## src/rtl/girq_pkg.sv

```systemverilog
package girq_pkg;
  localparam int DW = 32;
  // word indices (byte offset / 4)
  localparam int WI_MAP   = 0;
  localparam int WI_SYS   = 1;
  localparam int WI_SEL0  = 2;
  localparam int WI_STAT  = 6;
  localparam int WI_SEC   = 7;
  localparam int WI_LOCKA = 8;
  localparam int WI_KEY   = 9;
  localparam int WI_LOCKB = 10;

  localparam logic [DW-1:0] MAP_MASK  = 32'h0000_0107;
  localparam logic [DW-1:0] SYS_MASK  = 32'hFCFF_0101;
  localparam logic [DW-1:0] SYS_RST   = 32'h7C00_0001;
  localparam logic [DW-1:0] KEY_MASK  = 32'h0000_00FF;
  localparam logic [DW-1:0] SEC_SET   = 32'h0000_000F;
endpackage

```

## src/rtl/girq_sel_regs.sv

```systemverilog
module girq_sel_regs #(
  parameter int LINES = 16,
  parameter int SEL_W = 4,
  parameter int WA_W  = 4,
  parameter int BASE  = 2
) (
  input  logic                   clk,
  input  logic                   rst,
  input  logic                   wr_en,
  input  logic [WA_W-1:0]        waddr,
  input  logic [15:0]            wdata,
  output logic [LINES*SEL_W-1:0] sel_flat,
  output logic [31:0]            rd_word
);
  localparam int FIELDS = 16 / SEL_W;
  localparam int NREGS  = LINES / FIELDS;
  localparam int RW     = FIELDS * SEL_W;

  logic [RW-1:0] word_q [NREGS];
  logic [NREGS-1:0] hit;

  for (genvar r = 0; r < NREGS; r++) begin : g_reg
    assign hit[r] = (waddr == WA_W'(BASE + r));
    always_ff @(posedge clk) begin
      if (rst)                word_q[r] <= '0;
      else if (wr_en && hit[r]) word_q[r] <= wdata[RW-1:0];
    end
    assign sel_flat[r*RW +: RW] = word_q[r];
  end

  always_comb begin
    rd_word = '0;
    for (int r = 0; r < NREGS; r++)
      if (hit[r]) rd_word[RW-1:0] = word_q[r];
  end
endmodule

```

## src/rtl/girq_cfg_regs.sv

```systemverilog
module girq_cfg_regs
  import girq_pkg::*;
#(
  parameter int WA_W = 4
) (
  input  logic            clk,
  input  logic            rst,
  input  logic            wr_en,
  input  logic [WA_W-1:0] waddr,
  input  logic [DW-1:0]   wdata,
  output logic [DW-1:0]   rd_word,
  output logic            sys_keep_bit,
  output logic [DW-1:0]   lock_a,
  output logic [DW-1:0]   lock_b
);
  logic [DW-1:0] map_q, sys_q, sec_q, key_q, la_q, lb_q;

  function automatic logic at(input logic [WA_W-1:0] a, input int idx);
    return a == WA_W'(idx);
  endfunction

  always_ff @(posedge clk) begin
    if (rst) begin
      map_q <= '0;
      sys_q <= SYS_RST;
      sec_q <= '0;
      key_q <= '0;
      la_q  <= '0;
      lb_q  <= '0;
    end else if (wr_en) begin
      if (at(waddr, WI_MAP))   map_q <= wdata & MAP_MASK;
      if (at(waddr, WI_SYS))   sys_q <= (wdata & SYS_MASK & ~DW'(1))
                                        | {{(DW-1){1'b0}}, sys_q[0] & wdata[0]};
      if (at(waddr, WI_SEC))   sec_q <= sec_q | (wdata & SEC_SET);
      if (at(waddr, WI_KEY))   key_q <= wdata & KEY_MASK;
      if (at(waddr, WI_LOCKA)) la_q  <= la_q | wdata;
      if (at(waddr, WI_LOCKB)) lb_q  <= lb_q | wdata;
    end
  end

  always_comb begin
    rd_word = '0;
    if (at(waddr, WI_MAP))   rd_word = map_q;
    if (at(waddr, WI_SYS))   rd_word = sys_q;
    if (at(waddr, WI_SEC))   rd_word = sec_q;
    if (at(waddr, WI_KEY))   rd_word = key_q;
    if (at(waddr, WI_LOCKA)) rd_word = la_q;
    if (at(waddr, WI_LOCKB)) rd_word = lb_q;
  end

  assign sys_keep_bit = sys_q[0];
  assign lock_a = la_q;
  assign lock_b = lb_q;
endmodule

```

## src/rtl/girq_line_mux.sv

```systemverilog
module girq_line_mux #(
  parameter int NUM_PORTS = 8,
  parameter int LINES     = 16,
  parameter int SEL_W     = 4
) (
  input  logic [NUM_PORTS*LINES-1:0] pins,
  input  logic [LINES*SEL_W-1:0]     sel_flat,
  output logic [LINES-1:0]           lines
);
  for (genvar n = 0; n < LINES; n++) begin : g_line
    logic [SEL_W-1:0] code;
    assign code = sel_flat[n*SEL_W +: SEL_W];
    always_comb begin
      lines[n] = 1'b0;
      for (int p = 0; p < NUM_PORTS; p++)
        if (code == SEL_W'(p)) lines[n] = pins[p*LINES + n];
    end
  end
endmodule

```

## src/rtl/gpio_irq_line_sel.sv

```systemverilog
module gpio_irq_line_sel
  import girq_pkg::*;
#(
  parameter int NUM_PORTS = 8,
  parameter int LINES     = 16,
  parameter int SEL_W     = 4,
  parameter int ADDR_W    = 6
) (
  input  logic                       clk,
  input  logic                       rst,
  input  logic                       bus_sel,
  input  logic                       bus_wr,
  input  logic [ADDR_W-1:0]          bus_addr,
  input  logic [DW-1:0]              bus_wdata,
  output logic [DW-1:0]              bus_rdata,
  output logic                       bus_rvalid,
  input  logic [NUM_PORTS*LINES-1:0] pin_in,
  output logic [LINES-1:0]           irq_line
);
  localparam int WA_W = ADDR_W - 2;

  logic [WA_W-1:0]        waddr;
  logic                   wr_en, rd_en;
  logic [LINES*SEL_W-1:0] sel_flat;
  logic [DW-1:0]          sel_word, cfg_word;
  logic                   sys_keep_bit;
  logic [DW-1:0]          lock_a, lock_b;
  logic [1:0]             byte_off;

  assign waddr    = bus_addr[ADDR_W-1:2];
  assign byte_off = bus_addr[1:0];
  assign wr_en    = bus_sel && bus_wr && (byte_off == 2'b00);
  assign rd_en    = bus_sel && !bus_wr;

  girq_sel_regs #(.LINES(LINES), .SEL_W(SEL_W), .WA_W(WA_W), .BASE(WI_SEL0)) u_sel (
    .clk(clk), .rst(rst), .wr_en(wr_en), .waddr(waddr),
    .wdata(bus_wdata[15:0]), .sel_flat(sel_flat), .rd_word(sel_word));

  girq_cfg_regs #(.WA_W(WA_W)) u_cfg (
    .clk(clk), .rst(rst), .wr_en(wr_en), .waddr(waddr), .wdata(bus_wdata),
    .rd_word(cfg_word), .sys_keep_bit(sys_keep_bit),
    .lock_a(lock_a), .lock_b(lock_b));

  girq_line_mux #(.NUM_PORTS(NUM_PORTS), .LINES(LINES), .SEL_W(SEL_W)) u_mux (
    .pins(pin_in), .sel_flat(sel_flat), .lines(irq_line));

  always_ff @(posedge clk) begin
    if (rst) begin
      bus_rvalid <= 1'b0;
      bus_rdata  <= '0;
    end else begin
      bus_rvalid <= rd_en;
      bus_rdata  <= rd_en ? (sel_word | cfg_word) : '0;
    end
  end
endmodule

```

## config.mk

```make
export PLATFORM = sky130hd
export DESIGN_NAME = gpio_irq_line_sel
export DESIGN_NICKNAME = d
export VERILOG_FILES = /design/src/rtl/girq_pkg.sv /design/src/rtl/girq_sel_regs.sv /design/src/rtl/girq_cfg_regs.sv /design/src/rtl/girq_line_mux.sv /design/src/rtl/gpio_irq_line_sel.sv
export SDC_FILE = /design/constraint.sdc
export NUM_CORES = 1
export LEC_CHECK = 0
export BUFFER_PORTS_ARGS = -buffer_cell sky130_fd_sc_hd__buf_2
export CELL_PAD_IN_SITES_DETAIL_PLACEMENT = 1
export CELL_PAD_IN_SITES_GLOBAL_PLACEMENT = 1
export CORE_AREA = 4 4 227 118
export DETAILED_ROUTE_END_ITERATION = 10
export DIE_AREA = 0 0 231 122
export PLACE_DENSITY_LB_ADDON = 0.1
export SYNTH_ARGS = -nofsm -noshare
export SYNTH_HDL_FRONTEND = slang
export SYNTH_HIERARCHICAL = 1
export SYNTH_SLANG_ARGS = --single-unit
```

## constraint.sdc

```tcl
create_clock -name clk -period 1.8 [get_ports clk]
set_input_delay 0 -clock clk [delete_from_list [all_inputs] [get_ports clk]]
set_output_delay 0 -clock clk [all_outputs]
set_load 0.05 [all_outputs]
```

* Word-level counts from Yosys, hierarchy flattened
Memory sizes are Yosys's and may differ from the RTL's.
Index checks and enable logic that the tools add are counted.
** Storage, ports and cells
- Output and inout bits :: 49
- Bits of input ports :: 170
- Bits in writable memories :: 64
- Logic and storage cells :: 330
- Memories :: 1
- Register bits :: 173
** Cells by class
- Bitwise logic cells :: 11
- Equal/unequal tests :: 121
- Muxes and demuxes :: 156
- Reduce and logical (&&, ||, !) cells :: 33
** Memory list
- u_sel.word_q :: words 4, width 16, read ports 4, clocked after Yosys merged registers in 0, write ports 4, line girq_sel_regs.sv:19 : logic [RW-1:0] word_q [NREGS];
** Operators by type and width (number)
- 4-bit by 3-bit equality test with 1-bit output (second input constant) :: 67
- 32-bit two-way mux :: 5
- 1-bit two-way mux :: 142
- 4-bit by 2-bit equality test with 1-bit output (second input constant) :: 34
- 16-bit two-way mux :: 8
- 4-bit by 1-bit equality test with 1-bit output (second input constant) :: 17
- 4-bit zero test :: 17
- 32-bit bitwise OR :: 2
- 16-bit by 32-bit bitwise OR with 32-bit output :: 1
- 32-bit by 1-bit bitwise OR with 32-bit output :: 1
- 32-bit by 4-bit bitwise OR with 32-bit output :: 1
- 4-bit equality test (second input constant) :: 3
- 2-bit AND reduction :: 6
- 9-bit two-way mux :: 1
- 1-bit logical AND :: 7
- 1-bit bitwise OR :: 4
- 2-bit zero test :: 1
- 2-bit OR reduction :: 1
- 1-bit bitwise AND :: 1
- 1-bit zero test :: 1
- 1-bit NOT :: 1

* Depth between registers and ports, before layout
An unclocked memory read counts as a cell.
- Word-level depth :: 10
- Mapped depth :: 8
- Depth with buffers taken out :: 5

* Modules after synthesis
The synthesis kept the hierarchy.
** By module, submodules not included
- girq_cfg_regs :: instances 1, seq. area each 1921.8 um^2, cells each 441, area each 3743.6 um^2
- girq_sel_regs :: instances 1, seq. area each 1921.8 um^2, cells each 242, area each 3205.6 um^2
- girq_line_mux :: instances 1, seq. area each 0.0 um^2, cells each 128, area each 1181.1 um^2
- gpio_irq_line_sel :: instances 1, seq. area each 660.6 um^2, cells each 71, area each 962.2 um^2

* Least setup slack after synthesis
Ideal clock, no wire load.
- Path type :: reg2out
- Start :: memory u_sel/word_q[3][1] (netlist name)
- End :: output irq_line[12]
- Data required time :: 1.800 ns
- Arrival :: 1.998 ns
- Cell stages (with the launch flop) :: 4
- Path slack :: -0.198 ns
- Buffers on the path :: 0
- Cell sequence :: edfxtp_1 mux4_1 nor2_1 a311oi_1
** RTL lines
- start, declared :: line girq_sel_regs.sv:19
- end, declared :: line gpio_irq_line_sel.sv:18 : output logic [LINES-1:0] irq_line

==> results.rst <==
.. list-table::
   :header-rows: 1

   * - Metric
     - Value
   * - Total global routing overflow
     - 0
   * - Total number of nets in the final design
     - ~1,300
   * - Number of buffers added on ports
     - 218
   * - Final instance area
     - 11,900 um2
   * - Post-detailed-route count of antenna-violating nets
     - 0
   * - Synthesized instance count
     - 882
   * - PnR worst setup slack
     - -0.0981 ns
   * - Unrepaired setup endpoints after global routing
     - true
   * - Total track usage
     - 20.7%
   * - CTS sink count
     - between 150 and 200
   * - Highest cell delay on the worst timing path
     - ~0.48 ns
   * - Proportion of layout cells with a drive suffix above 1
     - about 34%
   * - Final Slew Violations
     - 0
   * - Cell at the root of the clock tree
     - clkbuf_16
   * - Transition time of the tightest slew-check pin
     - roughly 1.0 ns
   * - Antenna diodes
     - 0
   * - Total iterations of the first detailed-routing run
     - 7
   * - Final Instance Count excl. Fillers
     - 1,524
   * - Clk_lat worst skew
     - 0.44 ns
   * - Synthesis-stage register bit count
     - a little under 200
   * - Classification of the worst-slack hold path
     - in2reg
   * - Data arrival time at the worst-slack endpoint
     - 1.90 ns
   * - DRC violations left
     - 0
   * - Endpoint required time on the critical path
     - 1.80 ns
   * - Worst voltage drop across the vdd grid
     - approximately 0.5 mV
   * - End-of-flow core utilization
     - 48.1%
   * - Peak fanout along the critical path
     - 2
   * - Netlist Area Pre-Place
     - approximately 9000 um2
   * - Final hold violation count
     - 0
   * - Headroom to the max-slew limit
     - 32.9%
   * - Cells taking the most area after synthesis
     - dfxtp_1 (28%), edfxtp_1 (21%), mux2i_1 (8.8%)
   * - Mean number of vias per cell
     - 5.08
   * - Largest area contributor in the synthesized netlist
     - dfxtp_1
   * - DIE AREA
     - 28,200 um2
   * - Dpl cell area
     - approximately 11,000 um2
   * - DIE HEIGHT
     - 122 um
   * - Number of distinct library cells after synthesis
     - 40
   * - Period minus WS final
     - 1.90 ns
   * - Share of the synthesized area in the top cell type
     - 28.4%
   * - Final worst path period share
     - 105%
   * - Number of vias in the routed layout
     - 7,744
   * - H-tree level count
     - 4
   * - Clock-pin slew on the worst setup and hold paths
     - ~0.07 ns
   * - WL per Instance
     - 19.3 um
   * - Startpoint types
     - flip-flop
   * - Max-cap violations
     - 0
   * - Sum of routed wire length over all layers
     - 29.5 mm
   * - YS warnings
     - 6
   * - Initial antenna violation count
     - 1
   * - Horizontal die dimension
     - between 200 and 250 um
   * - HPWL reported at the end of detailed placement
     - 21.0 mm
   * - Setup-violating endpoint count in the final report
     - 1
   * - Result of the run
     - finished, violations left
   * - Initial standard-cell utilization of the core
     - 36.6%
   * - Setup TNS Final
     - -0.0981 ns
   * - Clock Path Buffers
     - 2
   * - Post-synthesis sequential area ratio
     - 49.5%
   * - Largest net degree at the start of global routing
     - 94
   * - Crit path cell chain
     - mux4_1, nor2_1, a311oi_2, buf_6
   * - Clock buffer count from CTS
     - 17
   * - Maximum clock frequency
     - 527 MHz
   * - Global-route wire length before repair
     - 45.5 mm
   * - Row cnt
     - 41
   * - Core region area
     - 24,800 um2
   * - Vias in the first global route
     - 7,903
   * - Violations in the final reports
     - setup timing
   * - Clock tree from TritonCTS
     - built
   * - Leak
     - about 5.1 nW
   * - Initial DRC count
     - 633
   * - Average footprint of a synthesized cell
     - 10.3 um2
   * - CP max-delay cell
     - edfxtp_1
   * - Layout Skew
     - about 0.0090 ns
   * - Placer's final routability congestion estimate
     - between 0.7 and 0.8
   * - Placed instance count
     - 1,423
   * - Number of fillers in the final layout
     - between 2,000 and 3,000
   * - Power density cells
     - 807 nW/um2
   * - Minimum hold slack
     - 0.0760 ns
   * - Layout-stage area growth over the synthesis result
     - 31.3%
   * - Worst setup EP type
     - output pin
   * - Category of the most critical setup path
     - reg2out
   * - Number of top-level design ports
     - between 200 and 250
==> cell usage in the layout (no fill, tap or decap), types with 6 or more instances in the layout <==
cell             n
buf_2          201
dfxtp_1        129
nor2_1         116
a21oi_1         85
mux2i_1         80
buf_4           69
edfxtp_1        64
inv_1           50
nand2_1         39
nor3_1          36
dlygate4sd3_1   34
o21a_1          32
nor3_2          31
clkbuf_16       17
o22ai_1         17
a21o_1          16
a311oi_2        16
conb_1          16
a222oi_1        14
mux4_2          14
buf_6           13
a22o_1          12
buf_12           9
nor2_2           9
o21ai_0          7
clkinv_2         6
nand3b_1         6
==> logic make-up after synthesis <==
logic type,synth area share (%)
AND/OR/NAND/NOR,14.5
flip-flops,49.5
buffers and inverters,7.25
AO/OA/AOI/OAI,15.0
other,0.0412
multiplexers,13.7
==> worst paths after layout <==
kind / from / end / slack [ns] / depth (start not counted)
worst min-delay path: bus_sel / bus_rvalid / 0.08 / 3
worst max register to register: u_cfg/map_q[8] / bus_rdata[8] / 0.17 / 5
worst min register to register: u_cfg/sys_q[31] / u_cfg/sys_q[31] / 0.46 / 2
worst max-delay path: u_sel/word_q[1][13] / irq_line[7] / -0.1 / 4
==> metal layers <==
metal  share of wire, %  GRT usage, %
met1                 51          31.3
met2                 43          30.7
met3                5.3          4.72
met4               0.58          3.23
met5              0.048             0
==> per-stage QoR <==
| step | worst slack, ns | total power [mW] |
|---|---|---|
| 4_1_cts | -0.0797 | 9.69 |
| 5_1_grt | -0.161 | 10.0 |
| 3_5_place_dp | 0.182 | 5.92 |
| 2_1_floorplan | -0.0826 | 5.45 |
| 6_report | -0.0981 | 9.63 |
| 3_3_place_gp | 0.217 | 5.90 |
==> final cells by class <==
cell class	count	area, um2	area share (%)
Clock buffer	21	460	3.86
Clock inverter	11	88.8	0.744
Inverter	50	188	1.57
Multi-Input combinational cell	579	4080	34.2
Sequential cell	193	4500	37.7
Tap cell	344	430	3.60
Timing Repair Buffer	326	2190	18.3
==> power by group <==
group	switching [mW]	internal, mW
combinational	0.734	0.585
sequential	0.0979	4.59
clock	1.66	1.97
==> timing repair <==
item                       in CTS  in global routing
setup endpoints to repair      16                 16
resized for setup              34                 17
setup buffers                  22                 14
hold endpoints to repair       97                  0
hold buffers                   34                  0
pin swaps                       4                 11
cloned                          0                  0
==> sequential cells by signal (all words and copies together), names as in the netlist <==
name and cells:
bus_rdata 32, bus_rvalid 1, u_cfg/key_q 8, u_cfg/lock_a 32, u_cfg/lock_b 32, u_cfg/map_q 4
u_cfg/sec_q 4, u_cfg/sys_q 16, u_sel/word_q 64
==> synthesized netlist by cell type, drive strengths merged <==
master / number
nor3: 67
nand2b: 3
nor2: 125
a22o: 12
and4b: 1
a31oi: 1
a311oi: 16
o311ai: 1
nand3b: 6
mux2i: 80
o22ai: 17
buf: 55
dfxtp: 129
nand4: 1
nand3: 3
mux4: 17
a222oi: 14
clkbuf: 20
nor3b: 1
and3: 4
o21ai: 7
a21oi: 85
o21a: 32
nand2: 39
nor2b: 3
and2: 3
or3b: 4
o21bai: 4
conb: 1
edfxtp: 64
a21o: 16
a2bb2oi: 1
inv: 50
==> critical path, delay by kind of cell (launching register included) <==
| kind | cells | cell delay [ns] |
|---|---|---|
| muxes | 1 | 0.39 |
| buffers and inverters | 1 | 0.23 |
| and+or+nand+nor | 1 | 0.05 |
| AOI/OAI and AO/OA | 1 | 0.32 |
| DFF | 1 | 0.48 |
No activity file was read; power rests on OpenSTA's default activity.
